$ cat src/rtl/dma_chan_ctl_pkg.sv
package dma_chan_ctl_pkg;

    // register word indices
    localparam int REG_CMD     = 0;
    localparam int REG_STATUS  = 1;
    localparam int REG_INTEN   = 2;
    localparam int REG_ERRINFO = 3;

    // command bit positions
    localparam int CB_ENABLE  = 0;
    localparam int CB_CLEAR   = 1;
    localparam int CB_DISABLE = 2;
    localparam int CB_STOP    = 3;
    localparam int CB_PAUSE   = 4;
    localparam int CB_RESUME  = 5;
    localparam int CMD_BITS   = 6;

    // status bit positions
    localparam int SB_PEND_LO   = 0;
    localparam int SB_LIFE_LO   = 16;
    localparam int SB_PAUSED    = 20;
    localparam int SB_RESWAIT   = 21;
    localparam int PEND_BITS    = 2;
    localparam int LIFE_BITS    = 4;
    localparam int ERRINFO_LO   = 16;

    typedef enum logic [2:0] {
        CH_IDLE, CH_RUN, CH_PAUSING, CH_PAUSED, CH_RESUMING, CH_DRAIN
    } ch_state_e;

    typedef struct packed {
        logic en;
        logic clr;
        logic dis;
        logic stp;
        logic pse;
        logic rsm;
    } ch_cmd_t;

    // lifecycle events produced by the state machine for the status store
    typedef struct packed {
        logic wipe;
        logic launch;
        logic fin;
        logic fail;
        logic drained;
        logic aborted;
    } ch_evt_t;

    function automatic ch_cmd_t decode_cmd(input logic [CMD_BITS-1:0] b);
        ch_cmd_t c;
        c.en  = b[CB_ENABLE];
        c.clr = b[CB_CLEAR];
        c.dis = b[CB_DISABLE];
        c.stp = b[CB_STOP];
        c.pse = b[CB_PAUSE];
        c.rsm = b[CB_RESUME];
        return c;
    endfunction

endpackage

$ cat src/rtl/dma_cc_cmd_dec.sv
module dma_cc_cmd_dec
    import dma_chan_ctl_pkg::*;
#(
    parameter int ADDR_W = 4
) (
    input  logic                bus_wr,
    input  logic [ADDR_W-1:0]   bus_addr,
    input  logic [CMD_BITS-1:0] cmd_bits,
    output ch_cmd_t             cmd,
    output logic                stat_wr,
    output logic                inten_wr
);
    logic cmd_wr;

    assign cmd_wr   = bus_wr && (bus_addr == ADDR_W'(REG_CMD));
    assign stat_wr  = bus_wr && (bus_addr == ADDR_W'(REG_STATUS));
    assign inten_wr = bus_wr && (bus_addr == ADDR_W'(REG_INTEN));
    assign cmd      = cmd_wr ? decode_cmd(cmd_bits) : '0;
endmodule

$ cat src/rtl/dma_cc_fsm.sv
module dma_cc_fsm
    import dma_chan_ctl_pkg::*;
(
    input  logic      clk,
    input  logic      rst,
    input  ch_cmd_t   cmd,
    input  logic      eng_done,
    input  logic      eng_err,
    input  logic      eng_halted,
    output ch_state_e state,
    output ch_evt_t   evt,
    output logic      eng_start,
    output logic      eng_stop,
    output logic      eng_pause
);
    ch_state_e st_q, st_d;
    logic      start_q, stop_q, start_d, stop_d, active;

    assign active = (st_q != CH_IDLE);

    always_comb begin
        st_d    = st_q;
        evt     = '0;
        start_d = 1'b0;
        stop_d  = 1'b0;
        if (cmd.clr) begin
            st_d     = CH_IDLE;
            evt.wipe = 1'b1;
            stop_d   = active;
        end else if (cmd.stp && active) begin
            st_d        = CH_IDLE;
            evt.aborted = 1'b1;
            stop_d      = 1'b1;
        end else if (eng_err && active) begin
            st_d     = CH_IDLE;
            evt.fail = 1'b1;
        end else if (eng_done && active) begin
            st_d = CH_IDLE;
            if (st_q == CH_DRAIN) evt.drained = 1'b1;
            else                  evt.fin     = 1'b1;
        end else if (cmd.dis && st_q == CH_RUN) begin
            st_d = CH_DRAIN;
        end else if (cmd.pse && st_q == CH_RUN) begin
            st_d = CH_PAUSING;
        end else if (cmd.rsm && st_q == CH_PAUSED) begin
            st_d = CH_RESUMING;
        end else if (cmd.en && st_q == CH_IDLE) begin
            st_d       = CH_RUN;
            evt.launch = 1'b1;
            start_d    = 1'b1;
        end else if (st_q == CH_PAUSING && eng_halted) begin
            st_d = CH_PAUSED;
        end else if (st_q == CH_RESUMING && !eng_halted) begin
            st_d = CH_RUN;
        end
    end

    always_ff @(posedge clk) begin
        if (rst) begin
            st_q    <= CH_IDLE;
            start_q <= 1'b0;
            stop_q  <= 1'b0;
        end else begin
            st_q    <= st_d;
            start_q <= start_d;
            stop_q  <= stop_d;
        end
    end

    assign state     = st_q;
    assign eng_start = start_q;
    assign eng_stop  = stop_q;
    assign eng_pause = (st_q == CH_PAUSING) || (st_q == CH_PAUSED);
endmodule

$ cat src/rtl/dma_cc_status.sv
module dma_cc_status
    import dma_chan_ctl_pkg::*;
#(
    parameter int ERR_W = 3
) (
    input  logic                 clk,
    input  logic                 rst,
    input  ch_evt_t              evt,
    input  logic [ERR_W-1:0]     eng_err_code,
    input  logic                 stat_wr,
    input  logic                 inten_wr,
    input  logic [PEND_BITS-1:0] wdata_lo,
    output logic [PEND_BITS-1:0] pend,
    output logic [LIFE_BITS-1:0] life,
    output logic [ERR_W-1:0]     errinfo,
    output logic [PEND_BITS-1:0] inten,
    output logic                 irq
);
    // life: [0] done, [1] error, [2] disabled, [3] stopped
    // pend: [0] done pending, [1] error pending
    logic [PEND_BITS-1:0] pend_q, inten_q, w1c, pend_set;
    logic [LIFE_BITS-1:0] life_q, life_set;
    logic [ERR_W-1:0]     einfo_q;

    assign w1c      = stat_wr ? wdata_lo : '0;
    assign pend_set = {evt.fail, evt.fin};
    assign life_set = {evt.aborted, evt.drained, evt.fail, evt.fin};

    always_ff @(posedge clk) begin
        if (rst || evt.wipe) begin
            pend_q  <= '0;
            life_q  <= '0;
            einfo_q <= '0;
        end else begin
            pend_q <= (pend_q & ~w1c) | pend_set;
            if (evt.launch) life_q <= '0;
            else            life_q <= life_q | life_set;
            if (evt.fail)   einfo_q <= einfo_q | eng_err_code;
        end
    end

    always_ff @(posedge clk) begin
        if (rst)           inten_q <= '0;
        else if (inten_wr) inten_q <= wdata_lo;
    end

    assign pend    = pend_q;
    assign life    = life_q;
    assign errinfo = einfo_q;
    assign inten   = inten_q;
    assign irq     = |(pend_q & inten_q);
endmodule

$ cat src/rtl/dma_chan_ctl.sv
module dma_chan_ctl
    import dma_chan_ctl_pkg::*;
#(
    parameter int DATA_W = 32,
    parameter int ADDR_W = 4,
    parameter int ERR_W  = 3
) (
    input  logic              clk,
    input  logic              rst,
    input  logic              bus_wr,
    input  logic [ADDR_W-1:0] bus_addr,
    input  logic [DATA_W-1:0] bus_wdata,
    output logic [DATA_W-1:0] bus_rdata,
    output logic              eng_start,
    output logic              eng_stop,
    output logic              eng_pause,
    input  logic              eng_halted,
    input  logic              eng_done,
    input  logic              eng_err,
    input  logic [ERR_W-1:0]  eng_err_code,
    output logic              irq
);
    localparam int STAT_TOP = SB_RESWAIT + 1;
    localparam int EI_TOP   = ERRINFO_LO + ERR_W;

    ch_cmd_t              cmd;
    ch_evt_t              evt;
    ch_state_e            state;
    logic                 stat_wr, inten_wr;
    logic [PEND_BITS-1:0] pend, inten;
    logic [LIFE_BITS-1:0] life;
    logic [ERR_W-1:0]     errinfo;
    logic [DATA_W-1:0]    stat_word, err_word, inten_word;
    logic                 wdata_unused;

    assign wdata_unused = ^bus_wdata[DATA_W-1:CMD_BITS];

    dma_cc_cmd_dec #(.ADDR_W(ADDR_W)) dec_i (
        .bus_wr   (bus_wr),
        .bus_addr (bus_addr),
        .cmd_bits (bus_wdata[CMD_BITS-1:0]),
        .cmd      (cmd),
        .stat_wr  (stat_wr),
        .inten_wr (inten_wr)
    );

    dma_cc_fsm fsm_i (
        .clk        (clk),
        .rst        (rst),
        .cmd        (cmd),
        .eng_done   (eng_done),
        .eng_err    (eng_err),
        .eng_halted (eng_halted),
        .state      (state),
        .evt        (evt),
        .eng_start  (eng_start),
        .eng_stop   (eng_stop),
        .eng_pause  (eng_pause)
    );

    dma_cc_status #(.ERR_W(ERR_W)) stat_i (
        .clk          (clk),
        .rst          (rst),
        .evt          (evt),
        .eng_err_code (eng_err_code),
        .stat_wr      (stat_wr),
        .inten_wr     (inten_wr),
        .wdata_lo     (bus_wdata[PEND_BITS-1:0]),
        .pend         (pend),
        .life         (life),
        .errinfo      (errinfo),
        .inten        (inten),
        .irq          (irq)
    );

    always_comb begin
        stat_word = '0;
        stat_word[SB_PEND_LO +: PEND_BITS] = pend;
        stat_word[SB_LIFE_LO +: LIFE_BITS] = life;
        stat_word[SB_PAUSED]  = (state == CH_PAUSED);
        stat_word[SB_RESWAIT] = (state == CH_RESUMING);
        err_word = '0;
        err_word[ERRINFO_LO +: ERR_W] = errinfo;
        inten_word = '0;
        inten_word[PEND_BITS-1:0] = inten;
    end

    always_comb begin
        case (bus_addr)
            ADDR_W'(REG_STATUS):  bus_rdata = stat_word;
            ADDR_W'(REG_INTEN):   bus_rdata = inten_word;
            ADDR_W'(REG_ERRINFO): bus_rdata = err_word;
            default:              bus_rdata = '0;
        endcase
    end

    initial begin
        if (DATA_W < STAT_TOP || DATA_W < EI_TOP)
            $error("DATA_W too narrow for status or error-cause fields");
    end
endmodule

$ cat config.mk
export PLATFORM = sky130hd
export DESIGN_NAME = dma_chan_ctl
export DESIGN_NICKNAME = d
export VERILOG_FILES = /design/src/rtl/dma_chan_ctl_pkg.sv /design/src/rtl/dma_cc_cmd_dec.sv /design/src/rtl/dma_cc_fsm.sv /design/src/rtl/dma_cc_status.sv /design/src/rtl/dma_chan_ctl.sv
export SDC_FILE = /design/constraint.sdc
export NUM_CORES = 1
export LEC_CHECK = 0
export CORE_ASPECT_RATIO = 1.2
export CORE_MARGIN = 1
export CORE_UTILIZATION = 34
export CTS_CLUSTER_SIZE = 40
export DETAILED_ROUTE_END_ITERATION = 8
export GPL_ROUTABILITY_DRIVEN = 1
export GPL_TIMING_DRIVEN = 0
export PLACE_DENSITY_LB_ADDON = 0.15
export SLEW_MARGIN = 25
export SYNTH_ARGS = -nofsm -noshare
export SYNTH_HDL_FRONTEND = slang
export SYNTH_SLANG_ARGS = --single-unit
$ cat constraint.sdc
create_clock -name clk -period 1.7 [get_ports clk]
set_input_delay 0.34 -clock clk [delete_from_list [all_inputs] [get_ports clk]]
set_output_delay 0.34 -clock clk [all_outputs]
set_load 0.1 [all_outputs]
==> flow_metrics.tcl <==
set metrics [dict create \
    fin_skew_ps 8.04 \
    synthSimpleGateAreaFrac_pct 24.7 \
    start_util_pct 35.6 \
    fin_nets 236 \
    cp_data_required_time_ps 1360 \
    max_freq_mhz 602 \
    route.detailed.drc 0 \
    fin_crit_sh_pct 97.7 \
    power_frac_clock_pct 24.5 \
    clock-root-buffer "clkbuf_4" \
    power.internal_mw 0.607 \
    via_count 1026 \
    grt_pass1_wl_um 4020 \
    drive_gt1_share_pct 39.5 \
    area_delta_synth_final_pct 55.7 \
    placed_area_um2 1570 \
    syn-instance-count 131 \
    syn_area_um2 1080 \
    antenna_found_initial 0 \
    final_cells 226 \
    status "completed" \
    hp-class "reg2reg" \
    clkTransAtPathRegs_ps 100 \
    synth_top_family_by_area "simple AND/OR/NAND/NOR gates" \
    num_rows 22 \
    yosys.area.top_type "dfxtp_1" \
    maxCapViolations 0 \
    synth_edf_count 0 \
    cts_buffers 3 \
    whs_ps 488 \
    worst_slack_ps 39.9 \
    synth-seq-cells 16 \
    grt_use_met2_pct 28.4 \
    holdBufCountCts 0 \
    io_pins 81 \
    endpoint "bus_rdata[21]" \
    gp_congestion 0.793 \
    vias_per_cell 4.54 \
    drt_first_pass_iters 4 \
    die_width_um 53.4 \
    p_per_area_nw_per_um2 606 \
    clock-sinks 16 \
    yosys-top-cells-count "24 x buf_4, 16 x dfxtp_1, 15 x nor2_1" \
    rr_worst_depth 4 \
    start_kind "register" \
    r2r-end "fsm_i.state[0]" \
    synthArstFlopShare_pct 0 \
    p_sw_share_pct 40.3 \
    placedCellCount 219 \
    die_h_um 63.7 \
    final_antenna_net_count 0 \
    r2r-start "fsm_i.state[2]" \
    gr-usage-all-layers_pct 16.0 \
    p_switching_mw 0.410 \
    crit_type "reg2out" \
    irDropWorstVdd_mv 0.380 \
    end_kind "primary output" \
    cp_max_fo 10 \
    grt.busiest_layer "met2" \
    num-fill-cells 307 \
    core_area_um2 3030 \
    synth_warnings 0 \
    grt_pass1_vias 928 \
    dp_slack_ps -1320 \
    synthMuxAreaShare_pct 5.68 \
    cts_tree "built" \
    htreeDepth 1 \
    yosysMostFrequentCell "buf_4" \
    maxSlewHeadroom_pct 64.0 \
    grt-ovfl-total 0 \
    insertion_delay_ps 290 \
    grt_max_degree 11 \
    grtUsageMet3_pct 2.42 \
    yosys_most_used_dff "dfxtp_1" \
    synth.top_cells.by_area "dfxtp_1 30%, buf_4 17%, nor2_1 5.2%, mux2i_1 4.6%, a21oi_1 3.7%" \
    drt_iter0_drc 15 \
    synth_top_area_share_pct 29.7 \
    use_met1_pct 18.4 \
    hpwl_um 2030 \
    crit_start "fsm_i.state[1]" \
    p_seq_share_pct 37.0 \
    yosysSeqAreaShare_pct 29.7 \
    utilization_pct 55.5 \
    synth_compound_area_share_pct 17.4 \
    synth_cell_type_count 39 \
    crit_arrival_ps 1320 \
    wl_per_cell_um 11.2 \
    die_area_um2 3400 \
    slew_violations 0 \
    antenna_cells 0 \
    rrSetupSlack_ps 210 \
    syn_avg_cell_area_um2 8.23 \
    synthXorXnorAreaFrac_pct 0.812 \
    tightest_slew_ps 543 \
    hold_viol 0 \
    synthAdderAreaFrac_pct 0 \
    combPwrFrac_pct 38.5 \
    setup_viol 0 \
    rsz0062_at_grt "true" \
    fin_crit_ps 1660 \
    drt_wl_total_um 2540 \
    io_buffer_count 29 \
    clockBufferDepth 2 \
    leakagePower_nw 0.766 \
    stdcell_area_um2 1680 \
]
-- what timing repair did --
item,CTS,global route
endpoints found under the setup margin,23,7
resized for setup,92,11
gates cloned,0,0
setup buffers,3,1
pin swaps,2,2
-- power groups by stage --
stage          Sequential, mW  Clock (mW)  Combinational (mW)
6_report                0.376       0.249               0.392
5_1_grt                 0.377       0.263               0.408
4_1_cts                 0.376       0.253               0.390
3_5_place_dp            0.387           0               0.383
3_3_place_gp            0.387           0               0.382
2_1_floorplan           0.387           0               0.322
-- logic make-up (layout without fill, tap and decap cells) --
logic type	count (synthesis)	in the layout
AOI/OAI and AO/OA	27	27
xor gates and xnor gates	1	1
buffers and inverters	33	69
DFF	16	16
muxes	6	6
other	1	24
and+or+nand+nor	47	47
-- metal layers --
| metal | wire, um | part of all wire, % |
|---|---|---|
| met5 | 0 | 0 |
| met2 | 1330 | 53 |
| met3 | 144 | 5.7 |
| met4 | 2 | 0.079 |
| met1 | 1050 | 42 |
-- worst max-delay path, cell delays in order, from the launching register on --
cell	delay, ps
dfxtp_1	350
buf_2	200
nor4b_4	230
buf_6	260
-- worst min-delay path by stage --
stage,cells after the start,from,slack [ps],to
after global routing,2,stat_i.life[2],520,stat_i.life[2]
after CTS,2,stat_i.life[3],490,stat_i.life[3]
after floorplan,1,rst,410,stat_i.inten[0]
final,1,stat_i.life[0],490,stat_i.life[0]
after global placement,2,stat_i.life[3],460,stat_i.life[3]
after detailed placement,2,stat_i.life[3],470,stat_i.life[3]
-- placed cells by master, fill, tap and decap left out, types with 2 or more instances in the layout --
cell type         n
buf_4            30
conb_1           24
dfxtp_1          14
clkdlybuf4s50_1  13
nor2_1            9
a21oi_1           8
nor2_4            6
mux2i_1           5
nor2b_1           5
buf_2             4
buf_6             4
nor3_1            4
a31oi_1           4
inv_1             3
clkbuf_4          3
buf_12            3
buf_8             2
and3_2            2
or2_2             2
a22oi_1           2
a22o_1            2
nand3_1           2
or3_1             2
nand2_1           2
o21bai_1          2
o21a_1            2
clkbuf_2          2
clkdlybuf4s15_2   2
-- through the flow --
| step | total power, mW | TNS [ps] |
|---|---|---|
| floorplan | 0.710 | -759 |
| global placement | 0.768 | -15240 |
| detailed placement | 0.770 | -15440 |
| CTS | 1.02 | -36.2 |
| global route | 1.05 | -16.0 |
| finish | 1.02 | 0 |
-- sequential cells by signal, indices dropped and copies added, names as in the netlist --
register,cells
fsm_i.eng_start,1
fsm_i.eng_stop,1
fsm_i.state,3
stat_i.errinfo,3
stat_i.inten,2
stat_i.life,4
stat_i.pend,2
-- layout make-up --
class | count | area, um2 | share of cell area (%)
plain buffers | 28 | 219 | 13.0
clock buffers | 4 | 36.3 | 2.16
well taps | 36 | 45.0 | 2.68
inverters | 4 | 15.0 | 0.894
multi-input cells | 105 | 706 | 42.0
repair buffers | 33 | 333 | 19.8
flip-flops and latches | 16 | 325 | 19.4
Power figures use the tool's default switching activity.
